==> config.mk <==
export PLATFORM = sky130hd
export DESIGN_NAME = fault_cov_eval
export DESIGN_NICKNAME = d
export VERILOG_FILES = /design/src/rtl/fcov_pkg.sv /design/src/rtl/fcov_cut.sv /design/src/rtl/fcov_seq.sv /design/src/rtl/fcov_record.sv /design/src/rtl/fault_cov_eval.sv
export SDC_FILE = /design/constraint.sdc
export NUM_CORES = 1
export LEC_CHECK = 0
export BUFFER_PORTS_ARGS = -buffer_cell sky130_fd_sc_hd__buf_2
export CAP_MARGIN = 10
export CORE_ASPECT_RATIO = 0.9
export CORE_MARGIN = 2
export CORE_UTILIZATION = 52
export DETAILED_ROUTE_END_ITERATION = 10
export PLACE_DENSITY = 0.77
export RECOVER_POWER = 100
export SETUP_SLACK_MARGIN = 0.4
export SYNTH_ARGS = -nofsm -noshare
export SYNTH_HDL_FRONTEND = slang
export SYNTH_SLANG_ARGS = --single-unit
==> constraint.sdc <==
create_clock -name clk -period 2.2 [get_ports clk]
set_input_delay 0 -clock clk [delete_from_list [all_inputs] [get_ports clk]]
set_output_delay 0 -clock clk [all_outputs]
set_load 0.02 [all_outputs]
==> src/rtl/fcov_pkg.sv <==
package fcov_pkg;
  localparam int NUM_IN     = 3;
  localparam int NUM_FAULTS = 2 * NUM_IN;
  localparam int NUM_VEC    = 1 << NUM_IN;
  localparam int FI_W       = $clog2(NUM_FAULTS);
  localparam int CNT_W      = $clog2(NUM_FAULTS + 1);
  localparam int VEC_W      = NUM_IN;
  localparam int MASK_W     = NUM_FAULTS * NUM_VEC;
endpackage

==> src/rtl/fcov_cut.sv <==
module fcov_cut
  import fcov_pkg::*;
#(
  parameter bit INJECT = 1'b0
) (
  input  logic [VEC_W-1:0] vec,
  input  logic [FI_W-1:0]  fault_idx,
  output logic             z
);
  // Input k (0 = x1) sits at vector bit NUM_IN-1-k.
  logic [NUM_IN-1:0] eff;

  genvar k;
  generate
    for (k = 0; k < NUM_IN; k++) begin : g_in
      if (INJECT) begin : g_flt
        logic hit;
        assign hit = (fault_idx[FI_W-1:1] == k[FI_W-2:0]);
        assign eff[NUM_IN-1-k] = hit ? fault_idx[0] : vec[NUM_IN-1-k];
      end else begin : g_good
        logic unused_ok;
        assign unused_ok = ^fault_idx;
        assign eff[NUM_IN-1-k] = vec[NUM_IN-1-k];
      end
    end
  endgenerate

  // Z = x1.x2 + x2.x3
  assign z = (eff[2] & eff[1]) | (eff[1] & eff[0]);
endmodule

==> src/rtl/fcov_seq.sv <==
module fcov_seq
  import fcov_pkg::*;
(
  input  logic             clk,
  input  logic             rst,
  input  logic             start,
  output logic             busy,
  output logic             done,
  output logic             clear,
  output logic [FI_W-1:0]  fault_idx,
  output logic [VEC_W-1:0] vec_idx,
  output logic             last_vec
);
  localparam logic [FI_W-1:0]  LAST_F = FI_W'(NUM_FAULTS - 1);
  localparam logic [VEC_W-1:0] LAST_V = VEC_W'(NUM_VEC - 1);

  assign clear    = start && !busy;
  assign last_vec = busy && (vec_idx == LAST_V);

  always_ff @(posedge clk) begin
    if (rst) begin
      busy      <= 1'b0;
      done      <= 1'b0;
      fault_idx <= '0;
      vec_idx   <= '0;
    end else begin
      done <= 1'b0;
      if (clear) begin
        busy      <= 1'b1;
        fault_idx <= '0;
        vec_idx   <= '0;
      end else if (busy) begin
        vec_idx <= vec_idx + 1'b1;
        if (last_vec) begin
          vec_idx <= '0;
          if (fault_idx == LAST_F) begin
            busy <= 1'b0;
            done <= 1'b1;
          end else begin
            fault_idx <= fault_idx + 1'b1;
          end
        end
      end
    end
  end
endmodule

==> src/rtl/fcov_record.sv <==
module fcov_record
  import fcov_pkg::*;
(
  input  logic              clk,
  input  logic              rst,
  input  logic              clear,
  input  logic              step,
  input  logic              last_vec,
  input  logic [FI_W-1:0]   fault_idx,
  input  logic [VEC_W-1:0]  vec_idx,
  input  logic              diff,
  input  logic [FI_W-1:0]   pair_a,
  input  logic [FI_W-1:0]   pair_b,
  output logic [NUM_FAULTS-1:0] det_flags,
  output logic [MASK_W-1:0]     det_masks,
  output logic [CNT_W-1:0]      det_count,
  output logic [NUM_VEC-1:0]    pair_mask
);
  logic [NUM_VEC-1:0] rec [NUM_FAULTS];
  logic [NUM_VEC-1:0] cur_with;

  assign cur_with = rec[fault_idx] | (NUM_VEC'(diff) << vec_idx);

  always_ff @(posedge clk) begin
    if (rst || clear) begin
      for (int f = 0; f < NUM_FAULTS; f++) rec[f] <= '0;
      det_count <= '0;
    end else if (step) begin
      rec[fault_idx][vec_idx] <= diff;
      if (last_vec && (cur_with != '0)) det_count <= det_count + 1'b1;
    end
  end

  genvar g;
  generate
    for (g = 0; g < NUM_FAULTS; g++) begin : g_out
      assign det_flags[g] = |rec[g];
      assign det_masks[g*NUM_VEC +: NUM_VEC] = rec[g];
    end
  endgenerate

  // (Z^Za)^(Z^Zb) = Za^Zb
  always_comb begin
    pair_mask = '0;
    if (int'(pair_a) < NUM_FAULTS && int'(pair_b) < NUM_FAULTS)
      pair_mask = rec[pair_a] ^ rec[pair_b];
  end
endmodule

==> src/rtl/fault_cov_eval.sv <==
module fault_cov_eval
  import fcov_pkg::*;
(
  input  logic              clk,
  input  logic              rst,
  input  logic              start,
  input  logic [FI_W-1:0]   pair_a,
  input  logic [FI_W-1:0]   pair_b,
  output logic              busy,
  output logic              done,
  output logic [NUM_FAULTS-1:0] det_flags,
  output logic [MASK_W-1:0]     det_masks,
  output logic [CNT_W-1:0]      det_count,
  output logic [CNT_W-1:0]      fault_total,
  output logic [NUM_VEC-1:0]    pair_mask
);
  logic             clear, last_vec, z_good, z_bad;
  logic [FI_W-1:0]  fault_idx;
  logic [VEC_W-1:0] vec_idx;

  assign fault_total = CNT_W'(NUM_FAULTS);

  fcov_seq u_seq (
    .clk(clk), .rst(rst), .start(start), .busy(busy), .done(done),
    .clear(clear), .fault_idx(fault_idx), .vec_idx(vec_idx), .last_vec(last_vec)
  );

  fcov_cut #(.INJECT(1'b0)) u_good (.vec(vec_idx), .fault_idx(fault_idx), .z(z_good));
  fcov_cut #(.INJECT(1'b1)) u_bad  (.vec(vec_idx), .fault_idx(fault_idx), .z(z_bad));

  fcov_record u_rec (
    .clk(clk), .rst(rst), .clear(clear), .step(busy), .last_vec(last_vec),
    .fault_idx(fault_idx), .vec_idx(vec_idx), .diff(z_good ^ z_bad),
    .pair_a(pair_a), .pair_b(pair_b),
    .det_flags(det_flags), .det_masks(det_masks), .det_count(det_count),
    .pair_mask(pair_mask)
  );
endmodule

# Yosys cells after proc, flatten, opt, wreduce, memory -nomap -nowiden
# Memory sizes are Yosys's and may differ from the RTL's. A register that Yosys moved wholly into a read port is not among the register bits.
# Index checks and enable logic that the tools add are counted.
totals:
  mem_count: 1
  word_cells: 72
  ff_bits: 11
  in_bits: 9
  out_inout_bits: 70
  ram_bits: 48
op_classes:
  eq_ne: 4
  n_reduce_logical: 20
  addsub: 3
  n_mux: 22
  order_cmp: 4
  n_bitwise: 12
  shifts: 1
memory_table:
  columns: ["memory", "words", "width", "rd", "rd_clocked_by_memory_dff", "wr", "line_no", "text"]
  rows:
  - ["u_rec.rec", 6, 8, 9, 1, 6, "fcov_record.sv:19", "logic [NUM_VEC-1:0] rec [NUM_FAULTS];"]
op_table:
  columns: ["operator", "n"]
  rows:
  - ["OR reduction 8 bit", 7]
  - ["2-to-1 mux 8 bit", 4]
  - ["2-to-1 mux 1 bit", 13]
  - ["2-to-1 mux 3 bit", 4]
  - ["adder 3 x 1 -> 3 bit (second input constant)", 3]
  - ["OR 8 bit", 1]
  - ["nonzero test 8 bit", 1]
  - ["left shift 1 x 3 -> 8 bit", 1]
  - ["XOR 8 bit", 1]
  - ["== test 3 bit (second input constant)", 2]
  - ["less-than comparator 3 bit (second input constant)", 2]
  - ["logical AND 1 bit", 5]
  - ["AND 1 bit", 4]
  - ["less-than comparator 3 x 4 -> 1 bit (second input constant)", 1]
  - ["OR reduction 4 bit", 1]
  - ["demux 1 bit (select 3 bit)", 1]
  - [">= comparator 3 x 1 -> 1 bit (second input constant)", 1]
  - ["NOT 1 bit", 3]
  - ["AND reduction 3 bit", 1]
  - ["== test 2 x 1 -> 1 bit (second input constant)", 1]
  - ["== test 2 bit (second input constant)", 1]
  - ["zero test 2 bit", 1]
  - ["OR 1 bit", 2]
  - ["AND reduction 2 bit", 1]
  - ["4 further kinds", 4]

# Depth between registers and ports, before layout
# Gate-level depths: netlist of the first run.
depth:
  word_depth: 10
  ltp_mapped: 9
  depth_no_buf: 6

# Hierarchy
# From an unflattened synthesis of the first run, not the netlist that was laid out.
unflattened:
  cells_unflattened: 408
  area_unflattened_um2: 4670.7
by_module_without_submodules:
  columns: ["mod", "cells_per_inst", "seq_area_each_um2", "instances", "area_each_um2"]
  rows:
  - ["fcov_record", 353, 1981.9, 1, 4202.8]
  - ["fcov_seq", 42, 160.2, 1, 379.1]
  - ["fcov_cut (u_bad)", 6, 0.0, 1, 42.5]
  - ["fault_cov_eval", 6, 0.0, 1, 38.8]
  - ["fcov_cut (u_good)", 1, 0.0, 1, 7.5]

# Worst setup path after synthesis of the first run
# OpenSTA, ideal clock, no wires.
synth_timing:
  path_kind: "register to register"
  from: "reg u_seq.fault_idx[0]"
  to: "mem u_rec.rec[5][0] (netlist name) (data pin)"
  path_stages_with_launch: 10
  setup_time_ps: 314
  setup_slack_ps: -157
  n_path_buf: 4
  required_time_ps: 1886
  arrival_time_ps: 2043
  synth_period_minus_slack_ps: 2357
  cell_sequence: "dfxtp_1 -> buf_2 -> o22ai_1 -> a2bb2oi_1 -> and3_1 -> buf_6 -> or2_1 -> buf_6 -> buf_6 -> nor2_1"
synth_rtl:
  columns: ["element", "line_no", "text"]
  rows:
  - ["start: declaration", "fcov_seq.sv:10", "output logic [FI_W-1:0] fault_idx,"]
  - ["start signal: assignment", "fcov_seq.sv:40", "fault_idx <= fault_idx + 1'b1;"]
  - ["end: declaration", "fcov_record.sv:19", null]

==> results of run 1 <==
repair_timing:
| item | CTS | global route |
|---|---|---|
| buffers inserted | 19 | 9 |
| pin swaps | 3 | 8 |
| hold buffers | 2 | 0 |
| cloned | 1 | 3 |
| setup endpoints to repair | 102 | 90 |
| hold endpoints to repair | 1 | 0 |
| resized for setup | 24 | 37 |
path summary, 6_finish.rpt:
path	startpoint	end	slack (ns)
max reg2reg	u_rec.rec[1][5]	u_rec.det_count[0]	0.1
min	rst	u_seq.busy	0.42
min reg2reg	u_rec.det_count[2]	u_rec.det_count[2]	0.60
max	u_rec.rec[1][5]	u_rec.det_count[0]	0.1
cells by family after synthesis:
family | synth area share, %
flip-flops | 44.3
buffers and inverters | 5.72
other | 0.151
multiplexers | 19.3
AND/OR/NAND/NOR | 18.3
AO/OA/AOI/OAI | 9.12
adder cells (fa/ha/maj) | 1.26
XOR/XNOR | 1.76
through the flow:
stage	hold WS [ns]	total power [mW]	worst slack, ns	cell area, sq um
final	0.416	3.58	0.0996	5870
after global routing	0.432	3.68	0.105	5870
after global placement	0.224	2.41	0.218	5500
after CTS	0.397	3.58	0.305	5960
after detailed placement	0.234	2.43	0.190	5500
after floorplan	0.0650	2.22	0.321	5030
worst register-to-register path, cell delays in order, from the launching register on:
cell      delay (ns)
edfxtp_1        0.47
buf_4           0.18
nor4_1          0.50
mux4_2          0.41
and3b_1         0.23
o221ai_1        0.14
o211ai_1        0.10
power by group through the flow:
stage	clock network (mW)	logic (mW)	registers, mW
6_report	1.15	0.718	1.72
5_1_grt	1.20	0.755	1.72
4_1_cts	1.14	0.727	1.72
3_5_place_dp	0	0.673	1.76
3_3_place_gp	0	0.658	1.75
2_1_floorplan	0	0.422	1.80
registers in the layout, summed over array words and instances (netlist names), named ones only:
register / flops
u_seq.done: 1
u_seq.busy: 1
u_seq.vec_idx: 3
u_rec.det_count: 3
u_rec.rec: 64
u_seq.fault_idx: 3
per-layer routing:
metal | vias up | track usage (%)
met4 | 0 | 8.09
met3 | 45 | 4.31
met5 | - | 0
met1 | 2056 | 36.9
li1 | 1815 | -
met2 | 258 | 43.7
cell usage in the layout (no fill, tap or decap), drive strengths merged, types with 2 or more instances in the layout:
cell type,n
a21o,2
a21oi,10
a31oi,4
and2,4
buf,66
bufinv,2
clkbuf,76
clkinv,4
conb,10
dfxtp,14
dlygate4sd3,2
edfxtp,64
ha,5
inv,3
mux2i,16
mux4,35
nand2,14
nand3,7
nand4,2
nor2,52
nor2b,4
nor3,3
nor4,45
o211ai,3
o21ai,40
o221ai,4
o22ai,2
o31a,2
xnor2,10
final cells by class:
class                   count  area, sq um
repair buffers            135          788
clock buffers               9          124
clock inverters             6         77.6
flip-flops and latches     78         2210
fillers                   743         3340
multi-input cells         293         2500
well taps                 122          153
inverters                   3         11.3
==> metrics.md, run 1 <==
| Metric | Value |
|---|---|
| Initial core utilization | 53.9% |
| Routed met3 length | 1240 microns |
| First-pass GRT wire length | 20,900 microns |
| Clk sinks | 78 |
| Crit path largest cell delay | 0.50 ns |
| Total CTS buffers | 9 |
| Mean post-synth cell area | 12.0 sq um |
| Status | completed |
| Min-Delay Path Class | in -> reg |
| Cell breakdown of the critical path | buf_4 -> nor4_1 -> mux4_2 -> and3b_1 -> o221ai_1 -> o211ai_1 |
| Post-synth top area cell | edfxtp_1 |
| Worst setup SP type | register |
| Final hold vios | 0 |
| Remaining DRCs | 0 |
| Metal-1 WL | 5570 microns |
| Worst R2R Path Depth | 6 |
| Arr. time, crit path | 2.38 ns |
| I/O pins | 79 |
| WL/cell | 22.3 microns |
| Routed Antenna Nets | 0 |
| Switching power | 1.03 mW |
| Crit end category | register |
| Syn Inst Count | 413 |
| Area delta synth->final | 18.2% |
| Clock Tree Buf Depth | 2 |
| Nets | 534 |
| Top Family by Delay on Critical Path | simple AND/OR/NAND/NOR gates |
| Post-route setup TNS | 0 ns |
| Post-synth top cells | edfxtp_1, nor2_1, o21ai_1 |
| Fmax | 0.476 GHz |
| Clk Latency, worst-skew pair | 0.36 ns |
| CP Data Required Time | 2.48 ns |
| Input/output buffers | 75 |
| Yosys cell types | 51 |
| Root buffer cell | clkbuf_8 |
| Placer Congestion | 0.835 |
| Count of flip-flops with a built-in enable after synthesis | 64 |
| Ant diodes | 0 |
| Core area | 0.00921 sq mm |
| Leakage | 2.12 nW |
| H-tree depth | 3 |
| Fin Clk Skew | 0.0100 ns |
| CP max stage cell | nor4_1 |
| Comb power frac | 20.0% |
| Drt via density | 6.46 |
| Mapped Area | 0.00497 sq mm |
| Top cells by area, synth | edfxtp_1, mux4_2, nor4_2 |
| PD cells | 610 mW/mm^2 |
| HPWL after DPL | 9310 microns |
| Metal2 WL | 7250 microns |
| P_int | 2.55 mW |
| Iter 0 DRT Violations | 383 |
| Yosys warns | 0 |
| Clk slew on worst S/H paths | 0.08 ns |
| DRT Pass-1 Iters | 7 |
| Max layer used | met4 |
| Least-Margin Pin Slew | 0.576 ns |
| Max-cap violation count | 0 |
| Hold path depth | 3 |
| Die Footprint | 0.0103 sq mm |
| GRT Util Overall | 26.7% |
| Unrepaired setup endpoints after global routing | true |
| Largest net degree at the start of global routing | 48 |
| Crit-path max FO | 4 |
| Fin util | 63.8% |
| Non-filler cells, final | 646 |
| Post-synthesis sequential area ratio | 44.3% |
| Total wire length | 14,400 microns |
| Clk pwr share | 32.1% |
| Crit Path Category | reg -> reg |
| Ys async rst share | 0% |
| Chip Height | 96.7 microns |
| Final Max Slew Viols | 0 |
| Residual overflow from global routing | 0 |
| Final critical-path required period | 2.10 ns |
| Horiz. Die Dim | 107 microns |
| DR vias | 4,174 |
| Number of global-route vias before repair | 3,806 |
| Share of cells above drive strength 1 | 30.5% |
| TritonCTS clock tree | yes |
| Final setup fails | 0 |
| Placed insts | 597 |
| Initial antenna violation count | 0 |
| Row count | 33 |
| Area share of the leading cell type in the synthesized netlist | 38.7% |
| Switching Share | 28.8% |
| Slew headroom | 61.6% |
| WP buf/inv | 1 |
| Maximum vdd drop | 0.368 mV |
| Most frequent cell after synthesis | edfxtp_1 |
| Seq pwr share | 47.9% |
| Post-synth top flop | edfxtp_1 |
| Period utilization | 95.5% |
| Synthesized flop and latch total | 78 |
| Crit path depth | 6 |
(Power assumes the default switching activity.)
==> run 2, diff against run 1 <==
CORE_ASPECT_RATIO = 1.1   (was 0.9)
MAX_ROUTING_LAYER = met4   (was not set)
==> metrics.md, run 2 (same netlist as run 1, synthesis figures left out) <==
| Metric | Value |
|---|---|
| Leakage | 2.19 nW (+3.2%) |
| Met1 GRT Util | 30.4% (-6.5 points) |
| Dpl cell area | 0.00549 sq mm (-0.11%) |
| Fmax | 0.497 GHz (+4.3%) |
| Root buffer cell | clkbuf_8 |
| Worst setup SP type | register |
| Min-Delay Path Class | in -> reg |
| Clk sinks | 78 (unchanged) |
| Crit Path Category | reg -> out |
| Crit-path max FO | 4 (unchanged) |
| CP Data Required Time | 2.20 ns (-0.28 ns) |
| Final setup fails | 0 (unchanged) |
| HPWL after DPL | 9400 microns (+0.95%) |
| Row count | 37 (+12%) |
| Fin Clk Skew | 0.0140 ns (+0.00395 ns) |
| Fill count | 696 (-6.3%) |
| Most common cell after layout, fill and taps aside | edfxtp_1 |
| DRT Pass-1 Iters | 7 (unchanged) |
| H-tree depth | 3 (unchanged) |
| GRT Util Overall | 27.4% (+0.66 points) |
| Nets | 535 (+0.19%) |
| Arr. time, crit path | 2.01 ns (-0.37 ns) |
| Clk Latency, worst-skew pair | 0.36 ns (about the same) |
| TritonCTS clock tree | yes |
| Status | completed |
| Largest register by flop count | u_rec.rec |
| Post-route setup TNS | 0 ns (unchanged) |
| Final critical-path required period | 2.01 ns (-0.0873 ns) |
| Initial antenna violation count | 0 (unchanged) |
| Clock Tree Buf Depth | 2 (unchanged) |
| Initial core utilization | 53.4% (-0.57 points) |
| Met3 Usage GRT | 5.33% (+1.0 points) |
| Core area | 0.00931 sq mm (+1.1%) |
| Drt via density | 6.59 (+1.9%) |
| PD cells | 587 mW/mm^2 (-3.8%) |
| Clk slew on worst S/H paths | 0.08 ns (about the same) |
| Area delta synth->final | 23.5% |
| Iter 0 DRT Violations | 462 (+21%) |
| GRT met2 Usage | 47.5% (+3.9 points) |
| DR vias | 4,235 (+1.5%) |
| Maximum vdd drop | 0.275 mV (-25%) |
| Global route hottest layer | met2 |
| PnR worst setup slack | 0.187 ns (+0.0873 ns) |
| Ant diodes | 0 (unchanged) |
| Share of cells above drive strength 1 | 36.5% (+6.0 points) |
| Slew headroom | 51.2% (-10 points) |
| Remaining DRCs | 0 (unchanged) |
| Unrepaired setup endpoints after global routing | true |
| Least-Margin Pin Slew | 0.732 ns (+0.156 ns) |
| Final hold vios | 0 (unchanged) |
| Max-cap violation count | 0 (unchanged) |
| Horiz. Die Dim | 97.2 microns (-9.2%) |
| Placer Congestion | 0.921 (+10%) |
| Final Max Slew Viols | 0 (unchanged) |
| Routed Antenna Nets | 0 (unchanged) |
| Number of global-route vias before repair | 3,886 (+2.1%) |
| Period utilization | 91.5% (-4.0 points) |
| Design area | 0.00613 sq mm (+4.5%) |
| Most frequent cells in the layout | edfxtp_1, nor2_1, clkbuf_1 |
| Crit end category | primary output |
| WL/cell | 23.0 microns (+3.0%) |
| I/O pins | 79 (unchanged) |
| First-pass GRT wire length | 21,100 microns (+1.2%) |
| Total CTS buffers | 9 (unchanged) |
| Total wire length | 14,800 microns (+2.6%) |
| Max reg flops | 64 (unchanged) |
| Largest net degree at the start of global routing | 41 (-15%) |
| Pre-CTS setup slack | 0.237 ns (+0.0478 ns) |
| Die Footprint | 0.0103 sq mm (about the same) |
| Residual overflow from global routing | 0 (unchanged) |
| Input/output buffers | 75 (unchanged) |
| Chip Height | 106 microns (+10%) |
[run 2: area by class of cell]
cell class	instances	area (sq um)	share of cell area [%]
clock buffer	14	195	3.18
clock inverter	2	10.0	0.163
inverter	3	11.3	0.184
multi-input combinational	293	2700	44.1
sequential	78	2210	36.1
tap	117	146	2.39
timing repair buffer	136	853	13.9
[run 2: worst max-delay path: stages (launching register included)]
cell and delay (ns):
edfxtp_1 0.50, mux4_2 0.55, mux2i_1 0.20, xnor2_1 0.19, nor2_1 0.06, buf_2 0.16
[run 2: metal layers]
metal | wire length [microns] | vias to the layer above
li1 | - | 1821
met1 | 5110 | 2043
met2 | 7690 | 300
met3 | 1120 | 71
met4 | 865 | 0
met5 | 0 | -
[run 2: power breakdown]
group	leakage [nW]	switching [mW]	internal (mW)	total (mW)
Clock	0.107	0.522	0.576	1.10
Combinational	1.30	0.473	0.312	0.785
Sequential	0.778	0.0678	1.65	1.72
Total	2.19	1.06	2.54	3.60
[run 2: timing repair]
item                                    4_1_cts  5_1_grt
endpoints found under the hold margin         1        0
buffers inserted                             14       16
gates cloned                                  1        2
hold buffers                                  2        0
resized for setup                            15       37
endpoints found under the setup margin       80       47
pin swaps                                    10       12
[run 2: path summary, 6_finish.rpt]
path	start	to	slack, ns	cells past startpoint
worst max-delay path	u_rec.rec[3][2]	pair_mask[2]	0.19	5
worst min-delay path	rst	u_seq.busy	0.42	3
worst max register to register	u_seq.busy	u_rec.rec[2][5]	0.20	5
worst min register to register	u_seq.vec_idx[2]	u_seq.vec_idx[2]	0.58	2
[run 2: metrics by stage]
stage                     utilization (%)  hold WS (ns)  power [mW]  instances
final                                65.9         0.418        3.60        643
after global routing                 65.9         0.412        3.72        643
after CTS                            63.2         0.403        3.53        625
after detailed placement             59.0         0.246        2.43        592
after global placement               59.0         0.226        2.41        592
after floorplan                         -        0.0650        2.22        421
